===== config.mk =====
export PLATFORM = sky130hd
export DESIGN_NAME = sdreg_bridge
export DESIGN_NICKNAME = d
export VERILOG_FILES = /design/src/rtl/sdreg_pkg.sv /design/src/rtl/sdreg_lane.sv /design/src/rtl/sdreg_fieldmap.sv /design/src/rtl/sdreg_bridge.sv
export SDC_FILE = /design/constraint.sdc
export NUM_CORES = 1
export LEC_CHECK = 0
export BUFFER_PORTS_ARGS = -buffer_cell sky130_fd_sc_hd__buf_2
export CORE_ASPECT_RATIO = 0.9
export CORE_UTILIZATION = 40
export CTS_CLUSTER_DIAMETER = 150
export DETAILED_ROUTE_END_ITERATION = 10
export SKIP_LAST_GASP = 1
export SYNTH_ARGS = -nofsm -noshare
export SYNTH_HDL_FRONTEND = slang
export SYNTH_HIERARCHICAL = 1
export SYNTH_SLANG_ARGS = --single-unit
export TNS_END_PERCENT = 50

===== constraint.sdc =====
create_clock -name clk -period 2.85 [get_ports clk]
set_clock_uncertainty 0.15 [all_clocks]
set_input_delay 0.1425 -clock clk [delete_from_list [all_inputs] [get_ports clk]]
set_output_delay 0.1425 -clock clk [all_outputs]
set_load 0.05 [all_outputs]

===== src/rtl/sdreg_pkg.sv =====
package sdreg_pkg;
  localparam logic [1:0] SZ_B = 2'd0;
  localparam logic [1:0] SZ_H = 2'd1;
  localparam logic [1:0] SZ_W = 2'd2;

  localparam logic [7:0] OFF_XFER  = 8'h0C;
  localparam logic [7:0] OFF_CMD   = 8'h0E;
  localparam logic [7:0] OFF_PRES  = 8'h24;
  localparam logic [7:0] OFF_HCTL  = 8'h28;
  localparam logic [7:0] OFF_PWR   = 8'h29;
  localparam logic [7:0] OFF_IRQ   = 8'h30;
  localparam logic [7:0] OFF_SIGEN = 8'h38;
  localparam logic [7:0] OFF_MIX   = 8'h48;
  localparam logic [7:0] OFF_SLOT  = 8'hFC;
  localparam logic [7:0] OFF_VER   = 8'hFE;

  localparam logic [31:0] PRES_KEEP = 32'h000F0F07;
  localparam logic [31:0] HCTL_CLR  = 32'h000003C7;
  localparam logic [7:0]  HCTL_PASS = 8'hC1;
  localparam logic [31:0] MIX_MASK  = 32'h00000037;
  localparam logic [7:0]  PWR_VAL   = 8'h0D;
  localparam logic [15:0] VER_VAL   = 16'h0002;

  typedef enum logic [2:0] {K_GEN, K_HCTL, K_PRES, K_MIX, K_SLOT} kind_e;
  typedef enum logic [1:0] {S_IDLE, S_RD, S_WR, S_RESP} state_e;
endpackage


===== src/rtl/sdreg_lane.sv =====
module sdreg_lane
  import sdreg_pkg::*;
(
  input  logic [31:0] word,
  input  logic [1:0]  off,
  input  logic [1:0]  size,
  input  logic [31:0] val,
  output logic [31:0] ext,
  output logic [31:0] ins
);
  logic [4:0]  sh;
  logic [31:0] mask;
  logic [31:0] shifted;

  always_comb begin
    sh      = {off, 3'b000};
    mask    = (size == SZ_B) ? 32'h000000FF :
              (size == SZ_H) ? 32'h0000FFFF : 32'hFFFFFFFF;
    shifted = word >> sh;
    ext     = (size == SZ_W) ? word : (shifted & mask);
    ins     = (word & ~(mask << sh)) | ((val & mask) << sh);
  end
endmodule


===== src/rtl/sdreg_fieldmap.sv =====
module sdreg_fieldmap
  import sdreg_pkg::*;
(
  input  logic [31:0] vend,
  input  logic [7:0]  hb,
  output logic [7:0]  hctl_rd,
  output logic [31:0] hctl_wr,
  output logic [31:0] pres_rd
);
  logic [7:0]  wbits, dbits;
  logic [31:0] ins;
  logic        unused_hb;

  assign unused_hb = hb[2];

  always_comb begin
    case (vend[2:1])
      2'd1:    wbits = 8'h02;
      2'd2:    wbits = 8'h20;
      default: wbits = 8'h00;
    endcase
    case (vend[9:8])
      2'd2:    dbits = 8'h10;
      2'd3:    dbits = 8'h18;
      default: dbits = 8'h00;
    endcase
    hctl_rd = (vend[7:0] & HCTL_PASS) | wbits | dbits;

    ins      = '0;
    ins[0]   = hb[0];
    ins[2:1] = hb[5] ? 2'd2 : (hb[1] ? 2'd1 : 2'd0);
    ins[7:6] = hb[7:6];
    ins[9:8] = hb[4:3];
    hctl_wr  = (vend & ~HCTL_CLR) | ins;

    pres_rd = (vend & PRES_KEEP) | ((vend >> 4) & 32'h00F00000) |
              ((vend >> 9) & 32'h00000008);
  end
endmodule


===== src/rtl/sdreg_bridge.sv =====
module sdreg_bridge
  import sdreg_pkg::*;
#(
  parameter int ADDR_W     = 8,
  parameter bit MERGED_CMD = 1'b1
) (
  input  logic              clk,
  input  logic              rst,
  input  logic              h_req,
  input  logic              h_we,
  input  logic [1:0]        h_size,
  input  logic [ADDR_W-1:0] h_addr,
  input  logic [31:0]       h_wdata,
  output logic              h_ready,
  output logic [31:0]       h_rdata,
  output logic              be_req,
  output logic              be_we,
  output logic [ADDR_W-1:0] be_addr,
  output logic [31:0]       be_wdata,
  input  logic              be_ack,
  input  logic [31:0]       be_rdata
);
  localparam logic [ADDR_W-1:0] A_XFER  = ADDR_W'(OFF_XFER);
  localparam logic [ADDR_W-1:0] A_CMD   = ADDR_W'(OFF_CMD);
  localparam logic [ADDR_W-1:0] A_PRES  = ADDR_W'(OFF_PRES);
  localparam logic [ADDR_W-1:0] A_HCTL  = ADDR_W'(OFF_HCTL);
  localparam logic [ADDR_W-1:0] A_PWR   = ADDR_W'(OFF_PWR);
  localparam logic [ADDR_W-1:0] A_IRQ   = ADDR_W'(OFF_IRQ);
  localparam logic [ADDR_W-1:0] A_SIGEN = ADDR_W'(OFF_SIGEN);
  localparam logic [ADDR_W-1:0] A_MIX   = ADDR_W'(OFF_MIX);
  localparam logic [ADDR_W-1:0] A_SLOT  = ADDR_W'(OFF_SLOT);
  localparam logic [ADDR_W-1:0] A_VER   = ADDR_W'(OFF_VER);

  state_e            state;
  kind_e             kind_q;
  logic              rmw_q, slot2_q;
  logic [ADDR_W-1:0] a_q;
  logic [1:0]        sz_q;
  logic [31:0]       wd_q, first_q, cache_q;
  logic [31:0]       lane_ext, lane_ins, hctl_wr, pres_rd;
  logic [7:0]        hctl_rd;
  logic [31:0]       nw, rd_x;
  logic              acc, is_pwr, is_hctl, is_pres, is_slot, is_xfer, is_cmd, is_ver;
  logic [ADDR_W-1:0] aligned;

  assign h_ready = (state == S_RESP);
  assign acc     = (state == S_IDLE) && h_req;
  assign aligned = {h_addr[ADDR_W-1:2], 2'b00};
  assign is_pwr  = (h_size == SZ_B) && (h_addr == A_PWR);
  assign is_hctl = (h_size == SZ_B) && (h_addr == A_HCTL);
  assign is_pres = (h_size == SZ_W) && (h_addr == A_PRES) && !h_we;
  assign is_slot = (h_size == SZ_H) && (h_addr == A_SLOT) && !h_we;
  assign is_xfer = (h_size == SZ_H) && (h_addr == A_XFER);
  assign is_cmd  = (h_size == SZ_H) && (h_addr == A_CMD);
  assign is_ver  = (h_size == SZ_H) && (h_addr == A_VER) && !h_we;

  sdreg_lane u_lane (
    .word(be_rdata), .off(a_q[1:0]), .size(sz_q), .val(wd_q),
    .ext(lane_ext), .ins(lane_ins)
  );

  sdreg_fieldmap u_map (
    .vend(be_rdata), .hb(wd_q[7:0]),
    .hctl_rd(hctl_rd), .hctl_wr(hctl_wr), .pres_rd(pres_rd)
  );

  generate
    if (MERGED_CMD) begin : g_cache
      always_ff @(posedge clk) begin
        if (rst) cache_q <= '0;
        else if (acc && h_we && is_xfer) cache_q[15:0]  <= h_wdata[15:0];
        else if (acc && h_we && is_cmd)  cache_q[31:16] <= h_wdata[15:0];
      end
    end else begin : g_nocache
      assign cache_q = '0;
    end
  endgenerate

  always_comb begin
    case (kind_q)
      K_HCTL:  begin nw = hctl_wr; rd_x = {24'h0, hctl_rd}; end
      K_PRES:  begin nw = lane_ins; rd_x = pres_rd; end
      K_MIX:   begin nw = {be_rdata[31:6], 6'b0} | (wd_q & MIX_MASK);
                     rd_x = be_rdata & MIX_MASK; end
      default: begin nw = lane_ins; rd_x = lane_ext; end
    endcase
  end

  always_ff @(posedge clk) begin
    if (rst) begin
      state <= S_IDLE; kind_q <= K_GEN; rmw_q <= 1'b0; slot2_q <= 1'b0;
      a_q <= '0; sz_q <= '0; wd_q <= '0; first_q <= '0; h_rdata <= '0;
      be_req <= 1'b0; be_we <= 1'b0; be_addr <= '0; be_wdata <= '0;
    end else begin
      case (state)
        S_IDLE: if (h_req) begin
          a_q <= h_addr; sz_q <= h_size; wd_q <= h_wdata;
          kind_q <= K_GEN; rmw_q <= h_we; slot2_q <= 1'b0; h_rdata <= '0;
          if (is_pwr) begin
            h_rdata <= h_we ? 32'h0 : {24'h0, PWR_VAL};
            state   <= S_RESP;
          end else if (MERGED_CMD && (is_xfer || is_cmd)) begin
            if (!h_we) begin
              h_rdata <= is_xfer ? {16'h0, cache_q[15:0]} : {16'h0, cache_q[31:16]};
              state   <= S_RESP;
            end else if (is_xfer) begin
              state <= S_RESP;
            end else begin
              be_req <= 1'b1; be_we <= 1'b1; be_addr <= A_XFER;
              be_wdata <= {h_wdata[15:0], cache_q[15:0]};
              state <= S_WR;
            end
          end else if (!MERGED_CMD && is_ver) begin
            h_rdata <= {16'h0, VER_VAL};
            state   <= S_RESP;
          end else begin
            be_req <= 1'b1;
            be_we  <= 1'b0;
            state  <= S_RD;
            if (!MERGED_CMD && is_xfer) begin
              kind_q <= K_MIX; be_addr <= A_MIX;
            end else if (is_slot) begin
              kind_q <= K_SLOT; be_addr <= A_IRQ;
            end else if (is_hctl) begin
              kind_q <= K_HCTL; be_addr <= A_HCTL;
            end else if (is_pres) begin
              kind_q <= K_PRES; be_addr <= A_PRES;
            end else if (h_we && h_size == SZ_W) begin
              be_we <= 1'b1; be_addr <= aligned; be_wdata <= h_wdata;
              state <= S_WR;
            end else begin
              be_addr <= aligned;
            end
          end
        end
        S_RD: if (be_ack) begin
          if (kind_q == K_SLOT) begin
            if (!slot2_q) begin
              first_q <= be_rdata; slot2_q <= 1'b1; be_addr <= A_SIGEN;
            end else begin
              h_rdata <= {31'h0, |(first_q & be_rdata)};
              be_req  <= 1'b0;
              state   <= S_RESP;
            end
          end else if (rmw_q) begin
            be_we <= 1'b1; be_wdata <= nw; state <= S_WR;
          end else begin
            h_rdata <= rd_x; be_req <= 1'b0; state <= S_RESP;
          end
        end
        S_WR: if (be_ack) begin
          be_req <= 1'b0; be_we <= 1'b0; state <= S_RESP;
        end
        default: state <= S_IDLE;
      endcase
    end
  end

  // backend request fields held until acknowledged
  a_r11_be_hold: assert property (@(posedge clk) disable iff (rst)
    (be_req && !be_ack) |=> (be_req && $stable(be_addr) && $stable(be_we) && $stable(be_wdata)));

  // ready is a single-cycle pulse
  a_r11_ready_pulse: assert property (@(posedge clk) disable iff (rst)
    h_ready |=> !h_ready);

  // a power-control write never reaches the backend
  a_r7_pwr_quiet: assert property (@(posedge clk) disable iff (rst)
    (acc && h_we && is_pwr) |=> (!be_req && h_ready));

  // a held transfer-mode write never reaches the backend
  a_r8_mode_held: assert property (@(posedge clk) disable iff (rst)
    (MERGED_CMD && acc && h_we && is_xfer) |=> (!be_req && h_ready));

  // slot status answer is a single bit
  a_r10_slot_bit: assert property (@(posedge clk) disable iff (rst)
    (h_ready && kind_q == K_SLOT) |-> (h_rdata[31:1] == 31'h0));
endmodule


== After elaboration in Yosys (flattened, before gate mapping) ==
Index checks and enable logic that the tools add are counted.
W data, S select, Z words.
Cells by class
  shifts and indexed selects: 3
  divide/modulo/power cells: 0
  muxes and demuxes: 91
  eq/ne operators: 37
  reduce and logical (&&, ||, !) cells: 31
  $add $sub $neg: 0
  bitwise operators: 14
  order comparisons: 0
  $mul: 0
Operators by type and width (number)
  $mux W32: 20
  $pmux W32 S2: 3
  $and A32 B32 Y32: 4
  $pmux W32 S3: 1
  $mux W8: 11
  $mux W16: 4
  $shl A32 B5 Y32: 2
  $not A32 Y32: 1
  $or A32 B10 Y32: 1
  $or A32 B32 Y32: 1
  $or A32 B4 Y32: 1
  $or A32 B6 Y32: 1
  $reduce_or A32 Y1: 1
  $shr A32 B5 Y32: 1
  $mux W2: 14
  $mux W1: 27
  $eq A8 B6 Y1 const B: 3
  $or A20 B24 Y24: 1
  $reduce_and A9 Y1: 2
  $eq A8 B4 Y1 const B: 2
  $ne A2 B2 Y1 const B: 8
  $pmux W8 S2: 1
  $eq A2 B2 Y1 const B: 7
  $logic_and A1 B1 Y1: 13
  28 further kinds: 46
Word-level totals
  logic and storage cells: 191
  bits in latches: 0
  output and inout port bits: 75
  register bits after elaboration: 181
  input bits: 79
  memory bits (read-only): 0
  memories: 0
  RAM bits: 0

== Depth between registers and ports, before layout ==
Gate-level depths: netlist (run 1).
  word-level depth: 12
  depth in mapped cells: 10
  depth with buffers taken out: 8

== Modules after synthesis ==
Netlist (run 1), hierarchy kept.
By module, submodules not included
  sdreg_bridge: cells an instance 1131, sequential area each 3583.4 µm², area each 8805.9 µm², times used 1
  sdreg_lane: cells an instance 240, sequential area each 0.0 µm², area each 1577.8 µm², times used 1
  sdreg_fieldmap: cells an instance 73, sequential area each 0.0 µm², area each 538.0 µm², times used 1

== Worst setup path before layout (run 1) ==
OpenSTA, ideal clock, no wires.
  path type: reg-to-reg
  start point: register state[0]
  end point: register be_wdata[0]
  arrival: 2007 ps
  stages on the path, launching flop included: 10
  slack: 576 ps
  setup time: 117 ps
  required time: 2583 ps
  clock period less this slack: 2274 ps
  cell sequence: dfxtp_1 > inv_1 > ha_1 > buf_6 > nor2b_1 > a211oi_4 > nand2_4 > o31a_4 > buf_6 > a32o_1
Between the ends
  word-level cells in the longest chain between the ends: 3
Ends and longest elaborated chain
  from (decl): RTL line sdreg_bridge.sv:34  | state_e state;
  from (signal assigned): RTL line sdreg_bridge.sv:91  | state <= S_IDLE; kind_q <= K_GEN; rmw_q <= 1'b0; slot2_q <= 1'b0;
  from (signal assigned): RTL line sdreg_bridge.sv:101  | state <= S_RESP;
  from (signal assigned): RTL line sdreg_bridge.sv:105  | state <= S_RESP;
  $eq A2 B1 Y1 or $logic_not A2 Y1 (tied branches): RTL line sdreg_bridge.sv:95  | case (state)
  $ne A2 B2 Y1 (no line), or another cell as far along
  $reduce_and A12 Y1 (no line)
  to (signal assigned): RTL line sdreg_bridge.sv:110  | be_wdata <= {h_wdata[15:0], cache_q[15:0]};
  to (decl): RTL line sdreg_bridge.sv:19  | output logic [31:0] be_wdata,
Parallel ways exist; a longest one is shown, timed or not.
A chain may end at the register's enable or synchronous reset.

== Worst setup path in the final report (run 1) ==
  start point: input port h_addr[4]
  end point: register cache_q[14]
Between the ends
  word-level cells in the longest chain between the ends: 3
Ends and longest elaborated chain
  from (decl): RTL line sdreg_bridge.sv:12  | input logic [ADDR_W-1:0] h_addr,
  $eq A8 B4 Y1: RTL line sdreg_bridge.sv:53  | assign is_xfer = (h_size == SZ_H) && (h_addr == A_XFER);
  $logic_and A1 B1 Y1: RTL line sdreg_bridge.sv:53
  $logic_and A1 B1 Y1: RTL line sdreg_bridge.sv:71  | else if (acc && h_we && is_xfer) cache_q[15:0] <= h_wdata[15:0];
  to (signal assigned): RTL line sdreg_bridge.sv:71
  to (decl): RTL line sdreg_bridge.sv:39  | logic [31:0] wd_q, first_q, cache_q;
Every way passes these cells.

==> metrics.md, run 1 <==
| Metric | Value |
|---|---|
| Status | `complete, no violations` |
| CP Cell Sequence | `dlygate4sd3_1 > buf_2 > nor3_1 > buf_4 > nand4_1 > or3_1 > nand2_1 > a21oi_1` |
| Cell area after synthesis | `around 0.011 mm^2` |
| Final setup violation count | `0` |
| Period utilization | `0.9023` |
| Peak supply drop | `~390 uV` |
| Synthesis-stage register bit count | `~180` |
| Startpoint Class | `primary input` |
| DRT Pass-1 Iters | `6` |
| Vias in the first global route | `10280` |
| Worst Hold Class | `primary input to flop` |
| Cells after synthesis | `1444` |
| Share of the synthesized area in the top cell type | `0.3281` |
| H-tree depth | `4` |
| Diode count | `0` |
| Worst Path Max Fanout | `16` |
| Vias/cell | `about 5.9` |
| Most common cell in the synthesized netlist | `nand2_1` |
| GR Overflow Total | `0` |
| Routability cong. | `0.9270` |
| Die height | `158.8 um` |
| CTS Buffer Depth | `2` |
| Synth area leaders | `dfxtp_1 33%, nand2_1 12%, a21oi_1 8.1%` |
| Sequential-to-total area share from yosys stat | `0.3281` |
| Detail Placement HPWL | `28.86 mm` |
| Setup TNS | `0 ns` |
| Clock sink count | `179` |
| Delay-heaviest family, CP | `simple AND/OR/NAND/NOR gates` |
| Avg Cell Area, Syn | `7.564 um^2` |
| First-pass GRT wire length | `64.04 mm` |
| Rows | `between 50 and 60` |
| CP peak stage delay | `0.64 ns` |
| Clock latency on the worst-skew pair | `about 0.44 ns` |
| Initial Util | `0.4062` |
| P_leak | `0.004874 uW` |
| IO Pins | `~150` |
| Synth top cells by count | `337 x nand2_1, 179 x dfxtp_1, 176 x a21oi_1` |
| Avg WL per Cell | `21.84 um` |
| Critical path class | `primary input to flop` |
| CTS buffer count | `17` |
| # resized after CTS | `0` |
| Rel. slew slack | `0.1813` |
| Final Core Density | `0.4741` |
| RSZ-0062 raised after global routing | `no` |
| Fmax | `388.9 MHz` |
| Global Route Usage Sum | `0.2999` |
| Total Power | `roughly 10000 uW` |
| R2r setup slk | `0.28 ns` |
| Prevailing post-synth register cell | `dfxtp_1` |
| Placed standard-cell area | `0.01141 mm^2` |
| Transition time of the tightest slew-check pin | `1.226 ns` |
| Required @ worst endpoint | `2.99 ns` |
| Core ar. | `0.02689 mm^2` |
| Final hold violations | `0` |
| Largest net degree at the start of global routing | `54` |
| Max-Cap Viols | `0` |
| Synth warnings | `6` |
| Ys async rst share | `0` |
| Routed Antenna Nets | `0` |
| Final nets | `1640` |
| TritonCTS clock tree | `yes` |
| Layout cells sized above 1 | `0.1739` |
| P&R area growth vs syn | `16.71%` |
| Final WL | `42.01 mm` |
| Post-synth top area cell | `dfxtp_1` |
| Sum of buffers and inverters on the critical path | `3` |
| Setup crit end kind | `flop` |
| Detailed-route via count | `around 11000` |
| Hold slack | `0.04158 ns` |
| Die ar. | `0.02797 mm^2` |
| DRT iter0 DRCs | `1514` |
| Distinct cell type count after synthesis | `74` |
| Critical Path Slowest Stage Cell | `or3_1` |
| Tmin final | `2.571 ns` |
| Root buffer cell | `clkbuf_16` |
| Power Density | `around 820 mW/mm^2` |
| Input/output buffers | `~150` |
| Initial antenna violation count | `2` |
| Critical Path AT | `2.71 ns` |
| Worst-path clk slew | `0.08 ns` |
| Drt drc | `0` |
| Number of flops mapped to enable cells by yosys | `0` |
| Slew Viols, Final | `0` |
| Die Wd | `176.2 um` |
| Final Instance Area | `0.01275 mm^2` |
layout make-up:
type	instances	area [um^2]
Fill cell	2715	14140
Multi-Input combinational cell	1067	6191
Sequential cell	179	3586
Timing Repair Buffer	270	1849
Tap cell	354	442.9
Clock buffer	18	439.2
Clock inverter	14	156.4
Inverter	22	82.58
metrics by stage:
stage / instances / worst slack, ns
finish: 1924 / 0.2786
global route: 1924 / 0.06241
CTS: 1924 / 0.3350
detailed placement: 1818 / 0.3659
global placement: 1818 / 0.4206
floorplan: 1461 / 0.5756
logic make-up (layout without fill, tap and decap cells):
group / Yosys count / in the layout / share of synthesized area
buf+inv: 215 / 324 / 0.1116
fa+ha+maj: 4 / 4 / 0.004583
mux: 57 / 57 / 0.05316
other cells: 2 / 19 / 0.0006876
flops: 179 / 179 / 0.3281
simple gates: 547 / 547 / 0.2266
compound gates: 440 / 440 / 0.2753
where the power goes:
part           internal [uW]  total (uW)  switching, uW
Sequential              2940        3310            372
Combinational           1400        4750           3360
Clock                   1200        2410           1210
sequential cells by signal (all words and copies together), names as in the netlist:
register,count
kind_q,3
be_addr,6
wd_q,32
first_q,32
be_req,1
h_rdata,32
be_we,1
rmw_q,1
slot2_q,1
state,2
be_wdata,32
cache_q,32
a_q,2
sz_q,2
cell usage in the layout (no fill, tap or decap), drive strengths merged, types with 10 or more instances in the layout:
master	netlist	routed
a21oi	176	176
a22o	39	39
a22oi	32	32
a31oi	15	15
a32o	33	33
and3	14	14
buf	126	196
clkbuf	67	18
conb	2	19
dfxtp	179	179
dlygate4sd3	0	74
inv	21	28
mux2i	49	49
nand2	338	338
nand3	67	67
nand4	12	12
nor2	46	46
nor2b	22	22
nor3b	10	10
o211ai	32	32
o21ai	55	55
o221a	11	11
timing repair:
item / CTS / global route
hold buffers: 74 / 0
setup buffers: 0 / 0
hold endpoints to repair: 122 / 0
metal layers:
metal,part of all wire,global-route usage
met2,0.43,0.4406
met5,0,0
met3,0.091,0.05436
met1,0.44,0.4315
met4,0.034,0.1115
worst reg2reg max path, delay by kind of cell, from the launching register on:
kind	cells	cell delay [ns]
buf+inv	2	0.47
simple gates	3	0.60
compound gates	2	0.64
fa+ha+maj	1	0.28
flops	1	0.38
worst paths after layout:
kind                                  start            to  depth (start not counted)
worst max-delay path              h_addr[4]   cache_q[14]                          8
worst min-delay path                    rst    be_addr[2]                          2
worst max register to register     state[0]  be_wdata[19]                          8
worst min register to register  h_rdata[16]   h_rdata[16]                          2
No activity file was read; power rests on OpenSTA's default activity.
==> run 2: changes to the inputs <==
CTS_BUF_LIST = sky130_fd_sc_hd__clkbuf_8   (was default)
==> run 2 against run 1 <==
- critical path depth did not move
- clock power is 24% lower
- combinational power barely moved
- non-clock buffer count grew 3
- register-to-register slack barely moved
- worst setup slack gained 0.0089 ns
- design area is 1.3% lower
- die area unchanged
- first-iteration DRC count down 0.13%
- via count grew 0.30%
- sequential power is essentially flat
- sequential cell count did not move
==> metrics.md, run 2 (synthesis results as in run 1) <==
| Metric | Value |
|---|---|
| Status | `complete, no violations` |
| Vias/cell | `5.937 (+0.14%)` |
| CTS Buffer Depth | `2 (unchanged)` |
| Die height | `158.8 um (unchanged)` |
| Transition time of the tightest slew-check pin | `1.242 ns (+0.01602 ns)` |
| TritonCTS clock tree | `yes` |
| Final setup violation count | `0 (unchanged)` |
| First-pass GRT wire length | `63.87 mm (-0.27%)` |
| Rel. slew slack | `0.1705 (-0.01070)` |
| Final hold violations | `0 (unchanged)` |
| P_leak | `0.004800 uW (-1.5%)` |
| Layout cells sized above 1 | `0.1736 (-0.0003316)` |
| Critical Path AT | `2.82 ns (+0.11 ns)` |
| Critical path class | `flop to flop` |
| Rows | `57 (unchanged)` |
| Fmax | `390.2 MHz (+0.35%)` |
| RSZ-0062 raised after global routing | `no` |
| Worst Path Max Fanout | `32 (+16)` |
| Startpoint Class | `flop` |
| Drt drc | `0 (unchanged)` |
| Die Wd | `176.2 um (unchanged)` |
| P&R area growth vs syn | `15.24%` |
| Slack of the critical path | `0.2875 ns (+0.008943 ns)` |
| Slew Viols, Final | `0 (unchanged)` |
| Most common cell after layout, fill and taps aside | `nand2_1` |
| Setup TNS | `0 ns (unchanged)` |
| Worst Hold Class | `primary input to flop` |
| Worst-path clk slew | `0.12 ns (+0.04 ns)` |
| Diode count | `0 (unchanged)` |
| Max-Cap Viols | `0 (unchanged)` |
| Clock latency on the worst-skew pair | `0.48 ns (+0.04 ns)` |
| Initial antenna violation count | `1 (-1)` |
| CTS buffer count | `17 (unchanged)` |
| Period utilization | `0.8991 (-0.003138)` |
| Input/output buffers | `151 (unchanged)` |
| Initial Util | `0.4062 (unchanged)` |
| Detail Placement HPWL | `28.86 mm (unchanged)` |
| Post-CTS repair timing setup buffer count | `0 (unchanged)` |
| Core ar. | `0.02689 mm^2 (unchanged)` |
| Vias in the first global route | `10330 (+0.40%)` |
| Most frequent cells in the layout | `337 x nand2_1, 177 x dfxtp_1, 176 x a21oi_1` |
| Avg WL per Cell | `21.79 um (-0.21%)` |
| Final WL | `41.99 mm (about the same)` |
| Largest net degree at the start of global routing | `54 (unchanged)` |
| Number of hold-repair buffers added at the cts stage | `77 (+4.1%)` |
| Root buffer cell | `clkbuf_8` |
| DRT Pass-1 Iters | `6 (unchanged)` |
| Power Density | `785.3 mW/mm^2 (-4.5%)` |
| Required @ worst endpoint | `3.11 ns (+0.12 ns)` |
| GR Overflow Total | `0 (unchanged)` |
| DRT iter0 DRCs | `1512 (-0.13%)` |
| # resized after CTS | `0 (unchanged)` |
| Routability cong. | `0.9270 (unchanged)` |
| Routed Antenna Nets | `0 (unchanged)` |
| Clock sink count | `179 (unchanged)` |
| Tmin final | `2.562 ns (-0.008943 ns)` |
| Die ar. | `0.02797 mm^2 (unchanged)` |
| Detailed-route via count | `11440 (+0.30%)` |
| Pre-CTS setup slack | `0.3659 ns (unchanged)` |
| Final nets | `1643 (+0.18%)` |
| IO Pins | `154 (unchanged)` |
| Peak supply drop | `396.4 uV (+0.94%)` |
| Global Route Usage Sum | `0.2990 (-0.0009363)` |
| Setup crit end kind | `flop` |
| H-tree depth | `4 (unchanged)` |
[run 2: changes by cell type in the layout (fill, tap and decap cells not counted), sizes merged]
cell | before | now
dlygate4sd3 | 74 | 77
[run 2: power by group]
group / switching (uW) / total, uW / internal (uW) / leakage (uW)
logic: 3350 / 4750 / 1400 / 0.00314
clock network: 1130 / 1820 / 687 / 0.000202
registers: 372 / 3310 / 2940 / 0.00146
total: 4860 / 9880 / 5030 / 0.00480
[run 2: per-layer routing]
metal / share of wire / vias to the layer above / track usage
met5: 0 / - / 0
met4: 0.033 / 0 / 0.1047
met3: 0.092 / 102 / 0.06442
met1: 0.44 / 5406 / 0.4278
met2: 0.43 / 631 / 0.4372
li1: - / 5301 / -
[run 2: per-stage QoR]
| stage | hold slack, ns | total power, uW | area, um^2 | util | instances |
|---|---|---|---|---|---|
| final | 0.1820 | 9883 | 12590 | 0.4681 | 1927 |
| after CTS | 0.1551 | 9825 | 12590 | 0.4681 | 1927 |
| after global routing | 0.1846 | 10340 | 12590 | 0.4681 | 1927 |
| after floorplan | 0.1183 | 6772 | 10990 | - | 1461 |
| after detailed placement | 0.2438 | 7952 | 11410 | 0.4244 | 1818 |
| after global placement | 0.2407 | 7930 | 11410 | 0.4244 | 1818 |
[run 2: critical path, cell delays in order, from the launching register on]
cell and delay, ns:
dfxtp_1 0.39, inv_1 0.08, ha_1 0.27, nor2b_1 0.20
a211oi_4 0.37, nand2_4 0.11, nor4_4 0.27, buf_4 0.39
a32o_1 0.22
[run 2: final timing paths]
path	start	end	slack [ns]	cells after the start
setup / recovery	state[0]	be_wdata[26]	0.29	8
hold / removal	be_ack	slot2_q	0.18	5
setup reg to reg	state[0]	be_wdata[26]	0.29	8
hold reg to reg	cache_q[30]	cache_q[30]	0.31	2
[run 2: layout make-up]
| cell class | count | area (um^2) |
|---|---|---|
| clock inverters | 14 | 156.4 |
| fillers | 2742 | 14300 |
| repair buffers | 273 | 1879 |
| flip-flops and latches | 179 | 3586 |
| well taps | 354 | 442.9 |
| multi-input cells | 1067 | 6191 |
| inverters | 22 | 82.58 |
| clock buffers | 18 | 247.7 |
